[src/rtl/lane_pkg.sv]
package lane_pkg;

  localparam int BYTE_W = 8;

  // operation codes presented on reqOp
  typedef enum logic [2:0] {
    OP_LB  = 3'd0,
    OP_LBU = 3'd1,
    OP_LH  = 3'd2,
    OP_LHU = 3'd3,
    OP_LW  = 3'd4,
    OP_SB  = 3'd5,
    OP_SH  = 3'd6,
    OP_SW  = 3'd7
  } accOp_e;

  typedef enum logic [1:0] {
    SZ_BYTE = 2'd0,
    SZ_HALF = 2'd1,
    SZ_WORD = 2'd2
  } accSize_e;

  // strobes from control to datapath
  typedef struct packed {
    logic     doLoad;
    logic     doStore;
    logic     misalign;
    accSize_e size;
    logic     signExt;
  } laneStrobe_t;

endpackage

[src/rtl/lane_ctrl.sv]
module lane_ctrl
  import lane_pkg::*;
#(
  parameter int LANES = 4,
  parameter int OFF_W = $clog2(LANES)
) (
  input  logic             reqValid,
  input  logic [2:0]       reqOp,
  input  logic [OFF_W-1:0] reqOff,
  output laneStrobe_t      strobe,
  output logic [LANES-1:0] byteEn
);

  accOp_e   op;
  accSize_e size;
  logic     isLoadOp;
  logic     isStoreOp;
  logic     signExt;
  logic     badAlign;

  assign op = accOp_e'(reqOp);

  always_comb begin
    isLoadOp  = 1'b0;
    isStoreOp = 1'b0;
    signExt   = 1'b0;
    size      = SZ_WORD;
    case (op)
      OP_LB:   begin isLoadOp  = 1'b1; signExt = 1'b1; size = SZ_BYTE; end
      OP_LBU:  begin isLoadOp  = 1'b1; size = SZ_BYTE; end
      OP_LH:   begin isLoadOp  = 1'b1; signExt = 1'b1; size = SZ_HALF; end
      OP_LHU:  begin isLoadOp  = 1'b1; size = SZ_HALF; end
      OP_LW:   begin isLoadOp  = 1'b1; size = SZ_WORD; end
      OP_SB:   begin isStoreOp = 1'b1; size = SZ_BYTE; end
      OP_SH:   begin isStoreOp = 1'b1; size = SZ_HALF; end
      OP_SW:   begin isStoreOp = 1'b1; size = SZ_WORD; end
      default: begin isLoadOp  = 1'b0; end
    endcase
  end

  // natural alignment: halfword needs offset bit 0 clear, word needs all clear
  always_comb begin
    case (size)
      SZ_HALF: badAlign = reqOff[0];
      SZ_WORD: badAlign = |reqOff;
      default: badAlign = 1'b0;
    endcase
  end

  assign strobe.doLoad   = reqValid & isLoadOp;
  assign strobe.doStore  = reqValid & isStoreOp;
  assign strobe.misalign = reqValid & badAlign;
  assign strobe.size     = size;
  assign strobe.signExt  = signExt;

  // byte-enable bit i belongs to big-endian offset LANES-1-i
  for (genvar i = 0; i < LANES; i++) begin : g_lane
    localparam logic [OFF_W-1:0] LANE_OFF = OFF_W'(LANES - 1 - i);
    logic hitByte;
    logic hitHalf;
    logic laneHit;
    assign hitByte = (reqOff == LANE_OFF);
    assign hitHalf = ((reqOff >> 1) == (LANE_OFF >> 1));
    always_comb begin
      case (size)
        SZ_BYTE: laneHit = hitByte;
        SZ_HALF: laneHit = hitHalf;
        default: laneHit = 1'b1;
      endcase
    end
    assign byteEn[i] = strobe.doStore & ~badAlign & laneHit;
  end

endmodule

[src/rtl/lane_datapath.sv]
module lane_datapath
  import lane_pkg::*;
#(
  parameter int DATA_W = 32,
  parameter int OFF_W  = $clog2(DATA_W / 8)
) (
  input  logic              clk,
  input  logic              rstN,
  input  laneStrobe_t       strobe,
  input  logic [OFF_W-1:0]  reqOff,
  input  logic [DATA_W-1:0] storeData,
  input  logic [DATA_W-1:0] memRdata,
  output logic [DATA_W-1:0] memWdata,
  output logic [DATA_W-1:0] loadResult,
  output logic              loadValid
);

  localparam int LANES  = DATA_W / BYTE_W;
  localparam int HALF_W = 2 * BYTE_W;
  localparam int HALVES = LANES / 2;

  // store side: replicate the narrow value across the word
  logic [DATA_W-1:0] byteRep;
  logic [DATA_W-1:0] halfRep;

  for (genvar g = 0; g < LANES; g++) begin : g_byteRep
    assign byteRep[g*BYTE_W +: BYTE_W] = storeData[BYTE_W-1:0];
  end
  for (genvar h = 0; h < HALVES; h++) begin : g_halfRep
    assign halfRep[h*HALF_W +: HALF_W] = storeData[HALF_W-1:0];
  end

  always_comb begin
    case (strobe.size)
      SZ_BYTE: memWdata = byteRep;
      SZ_HALF: memWdata = halfRep;
      default: memWdata = storeData;
    endcase
  end

  // load side, stage 1: remember the request while memory responds
  logic             pendValid;
  logic [OFF_W-1:0] pendOff;
  accSize_e         pendSize;
  logic             pendSign;
  logic             launch;

  assign launch = strobe.doLoad & ~strobe.misalign;

  always_ff @(posedge clk or negedge rstN) begin
    if (!rstN) begin
      pendValid <= 1'b0;
      pendOff   <= '0;
      pendSize  <= SZ_WORD;
      pendSign  <= 1'b0;
    end else begin
      pendValid <= launch;
      if (launch) begin
        pendOff  <= reqOff;
        pendSize <= strobe.size;
        pendSign <= strobe.signExt;
      end
    end
  end

  // load side, stage 2: pick lanes in big-endian order and extend
  logic [BYTE_W-1:0] byteLane [LANES];
  logic [HALF_W-1:0] halfLane [HALVES];

  for (genvar k = 0; k < LANES; k++) begin : g_byteLane
    assign byteLane[k] = memRdata[DATA_W-1-k*BYTE_W -: BYTE_W];
  end
  for (genvar k = 0; k < HALVES; k++) begin : g_halfLane
    assign halfLane[k] = memRdata[DATA_W-1-k*HALF_W -: HALF_W];
  end

  logic [BYTE_W-1:0] pickByte;
  logic [HALF_W-1:0] pickHalf;
  logic [DATA_W-1:0] extracted;

  assign pickByte = byteLane[pendOff];
  assign pickHalf = halfLane[pendOff[OFF_W-1:1]];

  always_comb begin
    case (pendSize)
      SZ_BYTE: extracted = {{(DATA_W-BYTE_W){pendSign & pickByte[BYTE_W-1]}}, pickByte};
      SZ_HALF: extracted = {{(DATA_W-HALF_W){pendSign & pickHalf[HALF_W-1]}}, pickHalf};
      default: extracted = memRdata;
    endcase
  end

  always_ff @(posedge clk or negedge rstN) begin
    if (!rstN) begin
      loadValid  <= 1'b0;
      loadResult <= '0;
    end else begin
      loadValid <= pendValid;
      if (pendValid) begin
        loadResult <= extracted;
      end
    end
  end

endmodule

[src/rtl/byte_lane_unit.sv]
module byte_lane_unit
  import lane_pkg::*;
#(
  parameter int DATA_W = 32
) (
  input  logic                          clk,
  input  logic                          rstN,
  input  logic                          reqValid,
  input  logic [2:0]                    reqOp,
  input  logic [$clog2(DATA_W/8)-1:0]   reqAddrLo,
  input  logic [DATA_W-1:0]             storeData,
  input  logic [DATA_W-1:0]             memRdata,
  output logic [DATA_W/8-1:0]           memWe,
  output logic [DATA_W-1:0]             memWdata,
  output logic                          misalign,
  output logic [DATA_W-1:0]             loadResult,
  output logic                          loadValid
);

  localparam int LANES = DATA_W / BYTE_W;
  localparam int OFF_W = $clog2(LANES);

  laneStrobe_t strobe;

  lane_ctrl #(
    .LANES (LANES),
    .OFF_W (OFF_W)
  ) i_ctrl (
    .reqValid (reqValid),
    .reqOp    (reqOp),
    .reqOff   (reqAddrLo),
    .strobe   (strobe),
    .byteEn   (memWe)
  );

  lane_datapath #(
    .DATA_W (DATA_W),
    .OFF_W  (OFF_W)
  ) i_dp (
    .clk        (clk),
    .rstN       (rstN),
    .strobe     (strobe),
    .reqOff     (reqAddrLo),
    .storeData  (storeData),
    .memRdata   (memRdata),
    .memWdata   (memWdata),
    .loadResult (loadResult),
    .loadValid  (loadValid)
  );

  assign misalign = strobe.misalign;

endmodule

[config.mk]
export PLATFORM = sky130hd
export DESIGN_NAME = byte_lane_unit
export DESIGN_NICKNAME = d
export VERILOG_FILES = /design/src/rtl/lane_pkg.sv /design/src/rtl/lane_ctrl.sv /design/src/rtl/lane_datapath.sv /design/src/rtl/byte_lane_unit.sv
export SDC_FILE = /design/constraint.sdc
export NUM_CORES = 1
export LEC_CHECK = 0
export BUFFER_PORTS_ARGS = -buffer_cell sky130_fd_sc_hd__buf_4
export CORE_ASPECT_RATIO = 1.75
export CORE_MARGIN = 5
export CORE_UTILIZATION = 48
export CTS_CLUSTER_DIAMETER = 100
export DETAILED_ROUTE_END_ITERATION = 7
export PLACE_DENSITY = 0.9
export SLEW_MARGIN = 20
export SYNTH_ARGS = -nofsm -noshare
export SYNTH_HDL_FRONTEND = slang
export SYNTH_SLANG_ARGS = --single-unit
[constraint.sdc]
create_clock -name clk -period 3.3 [get_ports clk]
set_input_delay 0.165 -clock clk [delete_from_list [all_inputs] [get_ports clk]]
set_output_delay 0.165 -clock clk [all_outputs]
set_load 0.02 [all_outputs]
==> out/metrics.cfg <==
[clock_tree]
clockRootBuffer = clkbuf_8
cts_tree = yes
cts_htree_levels = 2
clk_pin_slew_ns = 0.08
clk_path_buf_depth = 2
clk_latency_ns = 0.29
post-cts-setup-buffers = 0
numCtsBuffers = 5
cts_resized = 0
cts.sinks = 39
cts_hold_buf = 1

[sta]
tightestPinTransition_ns = 1.00
fin_skew_ns = 0.00848
timing.final.crit_share = 0.663
finalHoldViolCount = 0
report.final.slew_viol_count = 0
finalSetupViolCount = 0
finalCriticalPeriod_ns = 2.19
rsz0062_at_grt = no
fin_ws_ns = 1.11
fmax_mhz = 457
relSlewSlack = 0.332
tns_ns = 0

[status]
outcome = completed

[worst_setup_path]
start_kind = flop
crit_chain = nand3_1 > o221ai_1
worstSetupPathType = flop to flop
arrival_ns = 2.38
crit_fanout = 66
crit_path_end_kind = flop
crit_path_max_incr_delay_ns = 1.03
critPathSlowestCell = dfrtp_2
required_ns = 3.49

[logic_synthesis]
syn_area_per_cell_um2 = 9.39
ys_types = 41
synth_seq_area_share = 0.373
synthFlopType = dfrtp_1
synth_top_area_share = 0.363
synth_area_leader_cell = dfrtp_1
syn_nets = 355
synth_edf_count = 0
synthArstFlopShare = 1.00
yosys-top-cells-area = dfrtp_1, mux2_2, o221ai_1
synth_area_mm2 = 0.00262
ys_ff_latch = 39
synthCells = 279
ys_warn_count = 0

[detailed_routing]
routed_wl_um = 8500
route.detailed.drc = 0
ant_nets = 0
wl_per_cell_um = 17.9
first_pass_iters = 7
num_vias = 2752
via_per_inst = 5.78
drt_iter0_drc = 186

[layout]
multi_input_area_mm2 = 0.00139
n_fill_cell = 403
final_cells = 476
n_antenna_cell = 0
regArea_um2 = 978
drive_above_1_share = 0.443
fin_nets = 477
layout-area-overhead-vs-synth_pct = 43.5

[place]
dpl_worst_slack_ns = 1.10
hpwl_um = 6730
placedCellCount = 467
gp_congestion = 0.891
portBuffers = 141

[power_and_ir_drop]
p_leak_nw = 1.81
vdd_drop_max_mv = 0.303
power.density_mw_per_mm2 = 584

[run]
cap_violations = 0

[die]
fp-row-count = 35
io_pins = 142
die_h_um = 108
die_area_mm2 = 0.00709
dieWidth_um = 65.8
initial_core_util = 0.494
core_mm2 = 0.00530

[global_routing]
grt_max_degree = 67
grt_pass1_wl_um = 12900
grt_pass1_vias = 2797
grt_use_total = 0.236
antenna_found_initial = 0
overflow = 0

[hold_path]
hold_class = primary input to flop

## flip-flops by register name, summed over array words and instances, names as in the netlist
name and cells:
i_dp.loadResult 32, i_dp.loadValid 1, i_dp.pendOff 2, i_dp.pendSign 1, i_dp.pendSize 2, i_dp.pendValid 1
## layout by cell type (no fill, tap or decap), drive strengths merged, types with 5 or more instances in the layout
| cell type | synthesis | layout |
|---|---|---|
| buf | 15 | 143 |
| nand3 | 19 | 19 |
| nand2 | 27 | 27 |
| a21oi | 5 | 5 |
| o221ai | 16 | 16 |
| a221o | 7 | 7 |
| o21ai | 13 | 13 |
| clkbuf | 14 | 6 |
| nor2 | 7 | 7 |
| a31oi | 9 | 9 |
| inv | 22 | 22 |
| dfrtp | 38 | 38 |
| mux2 | 20 | 20 |
| a32o | 7 | 7 |
| nor2b | 8 | 8 |
| a22oi | 9 | 9 |
| nand3b | 9 | 9 |
| a22o | 9 | 9 |
## metrics by stage
stage                util  cell area (µm²)  total power [mW]  hold slack [ns]
finish              0.709             3760              2.20           0.0952
global route        0.709             3760              2.31            0.102
CTS                 0.709             3760              2.21           0.0976
detailed placement  0.682             3620              1.74            0.161
global placement    0.682             3620              1.72            0.153
floorplan               -             2620              1.31           -0.131
## cells in the mapped netlist (4+ instances only)
cell	count
a21oi_1	5
a221o_1	7
a22o_1	9
a22oi_1	8
a31oi_1	9
a32o_1	7
buf_4	9
clkbuf_1	13
dfrtp_1	38
ha_1	4
inv_1	22
mux2_2	15
mux2_4	5
nand2_1	27
nand3_1	19
nand3b_1	9
nor2_1	6
nor2b_1	8
o21ai_0	13
o221ai_1	16
## final timing paths
check                                   start             endpoint  slack, ns  cells after the start
max                            i_dp.pendValid  i_dp.loadResult[27]       1.11                      2
min                               memRdata[5]   i_dp.loadResult[5]        0.1                      2
max reg2reg                    i_dp.pendValid  i_dp.loadResult[27]       1.11                      2
min reg2reg                i_dp.loadResult[7]   i_dp.loadResult[7]       0.57                      2
max in group asynchronous                rstN     i_dp.pendSize[1]       2.56                      2
min in group asynchronous                rstN  i_dp.loadResult[24]       0.37                      2
## power by group
group | internal (mW) | switching (mW)
Sequential | 0.610 | 0.135
Clock | 0.302 | 0.166
Combinational | 0.462 | 0.522
Total | 1.37 | 0.822
## per-layer routing
metal,wire (µm),global-route usage,vias to the layer above
met5,0,0,-
met4,468,0.144,0
met3,827,0.0564,25
met2,4430,0.429,175
met1,2780,0.233,1284
li1,-,-,1268
## kinds of logic after synthesis
kind of cell,after synthesis,synth area share
xor gates and xnor gates,1,0.00335
DFF,39,0.373
and+or+nand+nor,83,0.165
AOI/OAI and AO/OA,80,0.246
muxes,21,0.0970
buffers and inverters,51,0.0965
adders and majority gates,4,0.0191
## critical path: cells and delay by family, from the launching register on
kind / cells / cell delay (ns)
AOI/OAI and AO/OA: 1 / 0.37
DFF: 1 / 1.03
and+or+nand+nor: 1 / 0.68
## cell type report
class	instances	area share
clock buffer	6	0.0193
clock inverter	2	0.0160
inverter	22	0.0220
multi-input combinational	189	0.370
sequential	39	0.260
tap	74	0.0246
timing repair buffer	144	0.288
Power figures use the tool's default switching activity.
